### config.mk
export PLATFORM = sky130hd
export DESIGN_NAME = zbt_sram
export DESIGN_NICKNAME = d
export VERILOG_FILES = /design/src/rtl/zbt_sram_pkg.sv /design/src/rtl/zbt_burst_step.sv /design/src/rtl/zbt_lane_ram.sv /design/src/rtl/zbt_lane_array.sv /design/src/rtl/zbt_sram.sv
export SDC_FILE = /design/constraint.sdc
export NUM_CORES = 2
export LEC_CHECK = 0
export BUFFER_PORTS_ARGS = -buffer_cell sky130_fd_sc_hd__buf_2
export CORE_MARGIN = 1
export CORE_UTILIZATION = 50
export CTS_CLUSTER_DIAMETER = 60
export DETAILED_ROUTE_END_ITERATION = 10
export PLACE_DENSITY = 0.62
export SETUP_SLACK_MARGIN = 0.2
export SLEW_MARGIN = 20
export SYNTH_ARGS = -nofsm -noshare
export SYNTH_HDL_FRONTEND = slang
export SYNTH_SLANG_ARGS = --single-unit
### constraint.sdc
create_clock -name clk -period 5.4 [get_ports clk]
set_input_delay 0.81 -clock clk [delete_from_list [all_inputs] [get_ports clk]]
set_output_delay 0.81 -clock clk [all_outputs]
set_load 0.02 [all_outputs]
### src/rtl/zbt_sram_pkg.sv
package zbt_sram_pkg;

    typedef enum logic {
        OP_READ  = 1'b0,
        OP_WRITE = 1'b1
    } op_kind_e;

endpackage

### src/rtl/zbt_burst_step.sv
// Address of a burst beat: upper bits fixed, low bits stepped by the beat count.
module zbt_burst_step #(
    parameter int ADDR_W = 6,
    parameter int CNT_W  = 2
) (
    input  logic [ADDR_W-1:0] base,
    input  logic [CNT_W-1:0]  beat,
    input  logic              linear,
    output logic [ADDR_W-1:0] beat_addr
);
    logic [CNT_W-1:0] low;

    always_comb begin
        if (linear) low = base[CNT_W-1:0] + beat;
        else        low = base[CNT_W-1:0] ^ beat;
    end

    generate
        if (ADDR_W > CNT_W) begin : g_upper
            assign beat_addr = {base[ADDR_W-1:CNT_W], low};
        end else begin : g_flat
            assign beat_addr = low[ADDR_W-1:0];
        end
    endgenerate
endmodule

### src/rtl/zbt_lane_ram.sv
// One byte lane: write port and registered read port with same-edge forwarding.
module zbt_lane_ram #(
    parameter int ADDR_W = 6,
    parameter int LANE_W = 9
) (
    input  logic              clk,
    input  logic              en,
    input  logic              wr_en,
    input  logic [ADDR_W-1:0] wr_addr,
    input  logic [LANE_W-1:0] wr_data,
    input  logic              rd_en,
    input  logic [ADDR_W-1:0] rd_addr,
    output logic [LANE_W-1:0] rd_data
);
    localparam int DEPTH = 1 << ADDR_W;

    logic [LANE_W-1:0] mem [DEPTH];
    logic [LANE_W-1:0] rd_d, rd_q;

    always_comb begin
        rd_d = rd_q;
        if (en && rd_en) begin
            if (wr_en && (wr_addr == rd_addr)) rd_d = wr_data;
            else                               rd_d = mem[rd_addr];
        end
    end

    always_ff @(posedge clk) begin
        rd_q <= rd_d;
        if (en && wr_en) mem[wr_addr] <= wr_data;
    end

    assign rd_data = rd_q;
endmodule

### src/rtl/zbt_lane_array.sv
// Word-wide storage built from independent lanes.
module zbt_lane_array #(
    parameter int ADDR_W = 6,
    parameter int LANES  = 4,
    parameter int LANE_W = 9,
    localparam int DATA_W = LANES * LANE_W
) (
    input  logic              clk,
    input  logic              en,
    input  logic              wr_en,
    input  logic [ADDR_W-1:0] wr_addr,
    input  logic [LANES-1:0]  wr_be,
    input  logic [DATA_W-1:0] wr_data,
    input  logic              rd_en,
    input  logic [ADDR_W-1:0] rd_addr,
    output logic [DATA_W-1:0] rd_data
);
    generate
        for (genvar g = 0; g < LANES; g++) begin : g_lane
            zbt_lane_ram #(
                .ADDR_W (ADDR_W),
                .LANE_W (LANE_W)
            ) u_lane (
                .clk     (clk),
                .en      (en),
                .wr_en   (wr_en && wr_be[g]),
                .wr_addr (wr_addr),
                .wr_data (wr_data[g*LANE_W +: LANE_W]),
                .rd_en   (rd_en),
                .rd_addr (rd_addr),
                .rd_data (rd_data[g*LANE_W +: LANE_W])
            );
        end
    endgenerate
endmodule

### src/rtl/zbt_sram.sv
module zbt_sram
    import zbt_sram_pkg::*;
#(
    parameter int ADDR_W    = 6,
    parameter int LANES     = 4,
    parameter int LANE_W    = 9,
    parameter int BURST_LEN = 4,
    localparam int DATA_W   = LANES * LANE_W
) (
    input  logic              clk,
    input  logic              rst_n,
    input  logic              clk_en,
    input  logic              advance,
    input  logic              sel_a,
    input  logic              sel_b,
    input  logic              sel_c,
    input  logic              wr,
    input  logic [ADDR_W-1:0] addr,
    input  logic [LANES-1:0]  byte_we,
    input  logic              burst_lin,
    input  logic              out_en,
    input  logic [DATA_W-1:0] dq_in,
    output logic [DATA_W-1:0] dq_out,
    output logic              dq_oe
);
    localparam int CNT_W = $clog2(BURST_LEN);

    typedef struct packed {
        logic              vld;
        op_kind_e          kind;
        logic [ADDR_W-1:0] addr;
        logic [LANES-1:0]  be;
    } op_t;

    typedef struct packed {
        logic              act;    // burst running
        op_kind_e          kind;   // burst direction
        logic [ADDR_W-1:0] base;
        logic [CNT_W-1:0]  cnt;
        op_t               s1;     // accepted command
        op_t               s2;     // command in its data window
    } state_t;

    state_t            st_d, st_q;
    logic              sel_all;
    op_kind_e          kind_in;
    logic [CNT_W-1:0]  cnt_nxt;
    logic [ADDR_W-1:0] step_addr;
    logic [DATA_W-1:0] rd_word;

    assign sel_all = sel_a & sel_b & sel_c;
    assign kind_in = wr ? OP_WRITE : OP_READ;
    assign cnt_nxt = st_q.cnt + CNT_W'(1);

    zbt_burst_step #(
        .ADDR_W (ADDR_W),
        .CNT_W  (CNT_W)
    ) u_step (
        .base      (st_q.base),
        .beat      (cnt_nxt),
        .linear    (burst_lin),
        .beat_addr (step_addr)
    );

    always_comb begin
        st_d = st_q;
        if (clk_en) begin
            st_d.s2 = st_q.s1;
            if (!advance) begin
                if (sel_all) begin
                    st_d.act  = 1'b1;
                    st_d.kind = kind_in;
                    st_d.base = addr;
                    st_d.cnt  = '0;
                    st_d.s1   = '{vld: 1'b1, kind: kind_in, addr: addr, be: byte_we};
                end else begin
                    st_d.act    = 1'b0;
                    st_d.s1.vld = 1'b0;
                end
            end else if (st_q.act) begin
                st_d.cnt = cnt_nxt;
                st_d.s1  = '{vld: 1'b1, kind: st_q.kind, addr: step_addr, be: byte_we};
            end else begin
                st_d.s1.vld = 1'b0;
            end
        end
    end

    always_ff @(posedge clk or negedge rst_n) begin
        if (!rst_n) st_q <= '0;
        else        st_q <= st_d;
    end

    zbt_lane_array #(
        .ADDR_W (ADDR_W),
        .LANES  (LANES),
        .LANE_W (LANE_W)
    ) u_array (
        .clk     (clk),
        .en      (clk_en),
        .wr_en   (st_q.s2.vld && (st_q.s2.kind == OP_WRITE)),
        .wr_addr (st_q.s2.addr),
        .wr_be   (st_q.s2.be),
        .wr_data (dq_in),
        .rd_en   (st_q.s1.vld && (st_q.s1.kind == OP_READ)),
        .rd_addr (st_q.s1.addr),
        .rd_data (rd_word)
    );

    assign dq_out = rd_word;
    assign dq_oe  = st_q.s2.vld && (st_q.s2.kind == OP_READ) && out_en;
endmodule

# Yosys cells after proc, flatten, opt, wreduce, memory -nomap -nowiden
# Memory sizes are Yosys's and may differ from the RTL's. A register that Yosys moved wholly into a read port is not among the register bits.
# Index checks and enable logic that the tools add are counted.
# Widths: inputs -> output; s select.
# totals
register_bits	34
word_cells	59
in_bits	56
memories	4
output_inout_bits	37
mem_bits_ro	0
latchBits	0
ram_bits	2304
# op_classes
mul	0
n_eq_ne	1
bitwise_logic	6
mux	17
div_mod_pow	0
order_cmp	0
n_shift	0
n_reduce_logical	17
addsub	2
# memory_table
memory	words	word_bits	rd	rd_clocked_by_memory_dff	write_ports	line_no	source
u_array.g_lane[0].u_lane.mem	64	9	1	1	1	zbt_lane_ram.sv:17	logic [LANE_W-1:0] mem [DEPTH];
u_array.g_lane[1].u_lane.mem	64	9	1	1	1	zbt_lane_ram.sv:17	
u_array.g_lane[2].u_lane.mem	64	9	1	1	1	zbt_lane_ram.sv:17	
u_array.g_lane[3].u_lane.mem	64	9	1	1	1	zbt_lane_ram.sv:17	
# op_table
operator	count
$mux 11	2
$mux 14	1
$logic_and 1x1->1	13
$mux 1	11
$mux 2	3
$reduce_and 3->1	2
$not 1->1	3
$add 2x1->2 const B	1
$add 2x2->2	1
$and 1x1->1	2
$ne 2x1->1 const B	1
$reduce_and 2->1	1
$reduce_bool 2->1	1
$xor 2x2->2	1

# Logic depth before layout (Yosys ltp)
# depth
ltp_word	5
depth_mapped	12
ltp_nobuf	8

# Hierarchy
# Synthesis repeated with hierarchy kept, for this count alone.
# hier_totals
cells_unflattened	4902
hier_area_um2	94122.8
# modules_own_cells
mod	cells_each	instances	area_each_um2
zbt_lane_ram	1198	4	23139.7
zbt_sram	97	1	1471.4
zbt_burst_step	9	1	67.6
zbt_lane_array	4	1	25.0

# Worst setup path before layout
# No wires, ideal clock.
# synth_timing
path_kind	input to register
from	in clk_en
to	reg u_array.g_lane[0].u_lane.rd_q[0] (read register of u_array.g_lane[0].u_lane.mem), enable pin
required_ps	4918
slack_ps	806
cell_stages	3
setup_ps	482
arrival_ps	4112
cell_sequence	clkbuf_1 -> buf_1 -> nor3b_1
# synth_between
elab_chain_cells	1
# synth_rtl
item	line_no	source
from (decl)	zbt_sram.sv:12	input logic clk_en,
$logic_and 1x1->1	zbt_lane_ram.sv:22	if (en && rd_en) begin
to (decl)	zbt_lane_ram.sv:18	logic [LANE_W-1:0] rd_d, rd_q;
# No other way between the ends.
# A chain may end at the register's enable or synchronous reset.

==> results.py <==
metrics = {
    "finish": {
        "layout.cells.non_filler": 7279,
        "drive_gt1_frac": 0.224,
        "nets": 4681,
        "finish.utilization": 0.567,
        "area_growth_pct": 12.1,
        "fillers": 13300,
    },
    "power": {
        "switching_share": 0.280,
        "ir_drop_v": 0.000455,
        "power_density_nw_per_um2": 456,
        "p_int_mw": 33.9,
        "p_seq_frac": 0.443,
        "power_mw": 47.0,
        "clkPwrFrac": 0.348,
        "p_leak_nw": 31.9,
        "switchingPower_mw": 13.2,
        "comb_power_share": 0.209,
    },
    "routing": {
        "wirelength_um": 250000,
        "via_per_inst": 6.35,
        "first_pass_iters": 6,
        "vias": 46200,
        "drc": 0,
        "drt_iter0_drc": 6110,
        "antenna_left": 0,
        "wl_per_cell_um": 34.3,
    },
    "floorplanning": {
        "start_util": 0.506,
        "die_y_um": 431,
        "die_area_um2": 186000,
        "fp-row-count": 156,
        "pin_count": 93,
        "die_w_um": 431,
        "coreArea_um2": 182000,
    },
    "sta": {
        "relSlewSlack": 0.184,
        "fin_crit_ps": 3880,
        "worstMarginPinSlew_ps": 1220,
        "min_period_over_period": 0.718,
        "fmax_ghz": 0.258,
        "setup_ws_ps": 1520,
        "skew_ps": 23.7,
        "finalSetupViolCount": 0,
        "rsz0062_at_grt": "false",
        "slew_viol_final": 0,
        "finalHoldViolCount": 0,
        "tns_ps": 0,
    },
    "synthesis": {
        "netlist_top_cells_count": "edfxtp_1, mux4_2, mux2i_1",
        "syn_nets": 4519,
        "yosysSeqAreaShare": 0.774,
        "synthDominantCellAreaShare": 0.765,
        "synth_enable_flop_cells": 2340,
        "synthMostInstantiatedCell": "edfxtp_1",
        "synth_area_leaders": "edfxtp_1, mux4_2, mux2i_1",
        "syn_inst": 4462,
        "synthArstFlopShare": 0.0143,
        "yosys_warnings": 0,
        "synth_flop_cell": "edfxtp_1",
        "syn_area_um2": 91900,
        "ys_seq_elements": 2374,
        "yosysTopAreaCell": "edfxtp_1",
        "synth_cell_types": 50,
        "syn-mean-instance-area_um2": 20.6,
    },
    "grt": {
        "antenna_found_initial": 20,
        "grt_max_degree": 129,
        "grt_pass1_vias": 45100,
        "grt.overflow.total": 0,
        "grt_pass1_wl_um": 351000,
        "grt_util_all_layers": 0.270,
    },
    "placed_design": {
        "dp_hpwl_um": 157000,
        "finalWeightedCongestion": 0.874,
        "io_buffers": 92,
        "dp_cells": 6838,
        "place_ws_ps": 1240,
    },
    "clock_network": {
        "cts_hold_buf": 0,
        "clk_path_buf_depth": 3,
        "ctsHtreeMaxLevel": 4,
        "ctsRootBufferMaster": "clkbuf_16",
        "cts_num_sinks": 2374,
        "clk_pin_slew_ps": 70,
        "numCtsBuffers": 231,
        "post-cts-setup-buffer-count": 0,
        "cts_tree": "done",
        "cts_resized": 0,
        "worstSkewPairLatency_ps": 890,
    },
    "flow_run": {
        "maxCapViolCount": 0,
    },
    "setup_path": {
        "cp_slowest_stage_delay_ps": 950,
        "critPathSlowestCell": "nor2_1",
        "worstPathArrival_ps": 4520,
        "path_class": "reg -> reg",
        "crit_required_ps": 6050,
        "crit_path_end_kind": "flop",
        "cp_cell_sequence": "xor2_1 -> nor4_2 -> nand2_1 -> nor2_1 -> a31oi_1 -> a32o_1",
        "critPathMaxFanout": 12,
        "crit_path_start_kind": "flop",
    },
    "outcome": {
        "status": "finished clean",
    },
    "worst_hold_path": {
        "hp-class": "in -> async",
    },
}
## power by group through the flow
stage / Combinational, mW / Clock (mW) / Sequential (mW)
floorplan: 6.66 / 0 / 20.9
global placement: 9.81 / 0 / 21.2
CTS: 9.84 / 16.5 / 20.8
finish: 9.84 / 16.4 / 20.8
global route: 10.3 / 17.2 / 20.8
detailed placement: 9.81 / 0 / 21.2
## logic make-up after synthesis
family          synth area share
compound gates            0.0276
xor+xnor                0.000858
fa+ha+maj               0.000136
buf+inv                   0.0141
flops                      0.774
mux                        0.154
simple gates              0.0298
## per-layer routing
| metal | track usage | routed length, um | part of all wire | up-vias |
|---|---|---|---|---|
| met5 | 0.000260 | 125 | 0.00050 | - |
| met4 | 0.0936 | 9140 | 0.037 | 20 |
| met3 | 0.0571 | 22500 | 0.090 | 420 |
| met2 | 0.412 | 117000 | 0.47 | 2333 |
| met1 | 0.390 | 101000 | 0.41 | 24700 |
| li1 | - | - | - | 18800 |
## worst max-delay path, delay by kind of cell, from the launching register on
| family | cells | cell delay (ps) |
|---|---|---|
| XOR/XNOR | 1 | 170 |
| AND/OR/NAND/NOR | 3 | 2320 |
| AO/OA/AOI/OAI | 2 | 410 |
| flip-flops | 1 | 720 |
## metrics by stage
| stage | hold slack, ps | cell area, um2 |
|---|---|---|
| final | 73.6 | 103000 |
| after floorplan | 467 | 91900 |
| after global routing | 107 | 103000 |
| after CTS | 51.7 | 103000 |
| after detailed placement | 490 | 95200 |
| after global placement | 482 | 95200 |
## sequential cells by signal, indices dropped and copies added (netlist names)
signal,flops
u_array.g_lane.u_lane.mem,2304
st_q,34
u_array.g_lane.u_lane.rd_data,36
## worst paths after layout
check	start	end	slack (ps)	cells after the start
max reg2reg	st_q[21]	u_array.g_lane[3].u_lane.rd_data[7]	1520	6
max	st_q[21]	u_array.g_lane[3].u_lane.rd_data[7]	1520	6
min in group clk	byte_we[2]	st_q[14]	160	2
max in group asynchronous	rst_n	st_q[20]	4600	1
min reg2reg	st_q[13]	st_q[1]	500	1
min	rst_n	st_q[22]	70	1
## area by class of cell
cell class | instances | area [um2] | share of cell area
Antenna cell | 4 | 10.0 | 0.0000972
Clock buffer | 282 | 6070 | 0.0590
Clock inverter | 153 | 1610 | 0.0157
Inverter | 5 | 18.8 | 0.000182
Multi-Input combinational cell | 1813 | 19600 | 0.190
Sequential cell | 2374 | 71100 | 0.691
Tap cell | 2449 | 3060 | 0.0298
Timing Repair Buffer | 199 | 1460 | 0.0142
## cells in the final DEF (no fill, tap or decap), drive strengths merged, types with 18 or more instances in the layout
master | netlist | layout
mux2 | 23 | 23
nand4 | 26 | 26
a22oi | 207 | 207
edfxtp | 2340 | 2340
dfrtp | 34 | 34
bufinv | 0 | 28
mux4 | 472 | 472
and3 | 18 | 18
buf | 170 | 199
nor3 | 24 | 24
clkinv | 0 | 103
mux2i | 323 | 323
a31oi | 26 | 26
clkbuf | 100 | 282
nor2 | 309 | 309
nand3 | 59 | 59
nand2 | 153 | 153
a21oi | 29 | 29
Power figures use the tool's default switching activity.
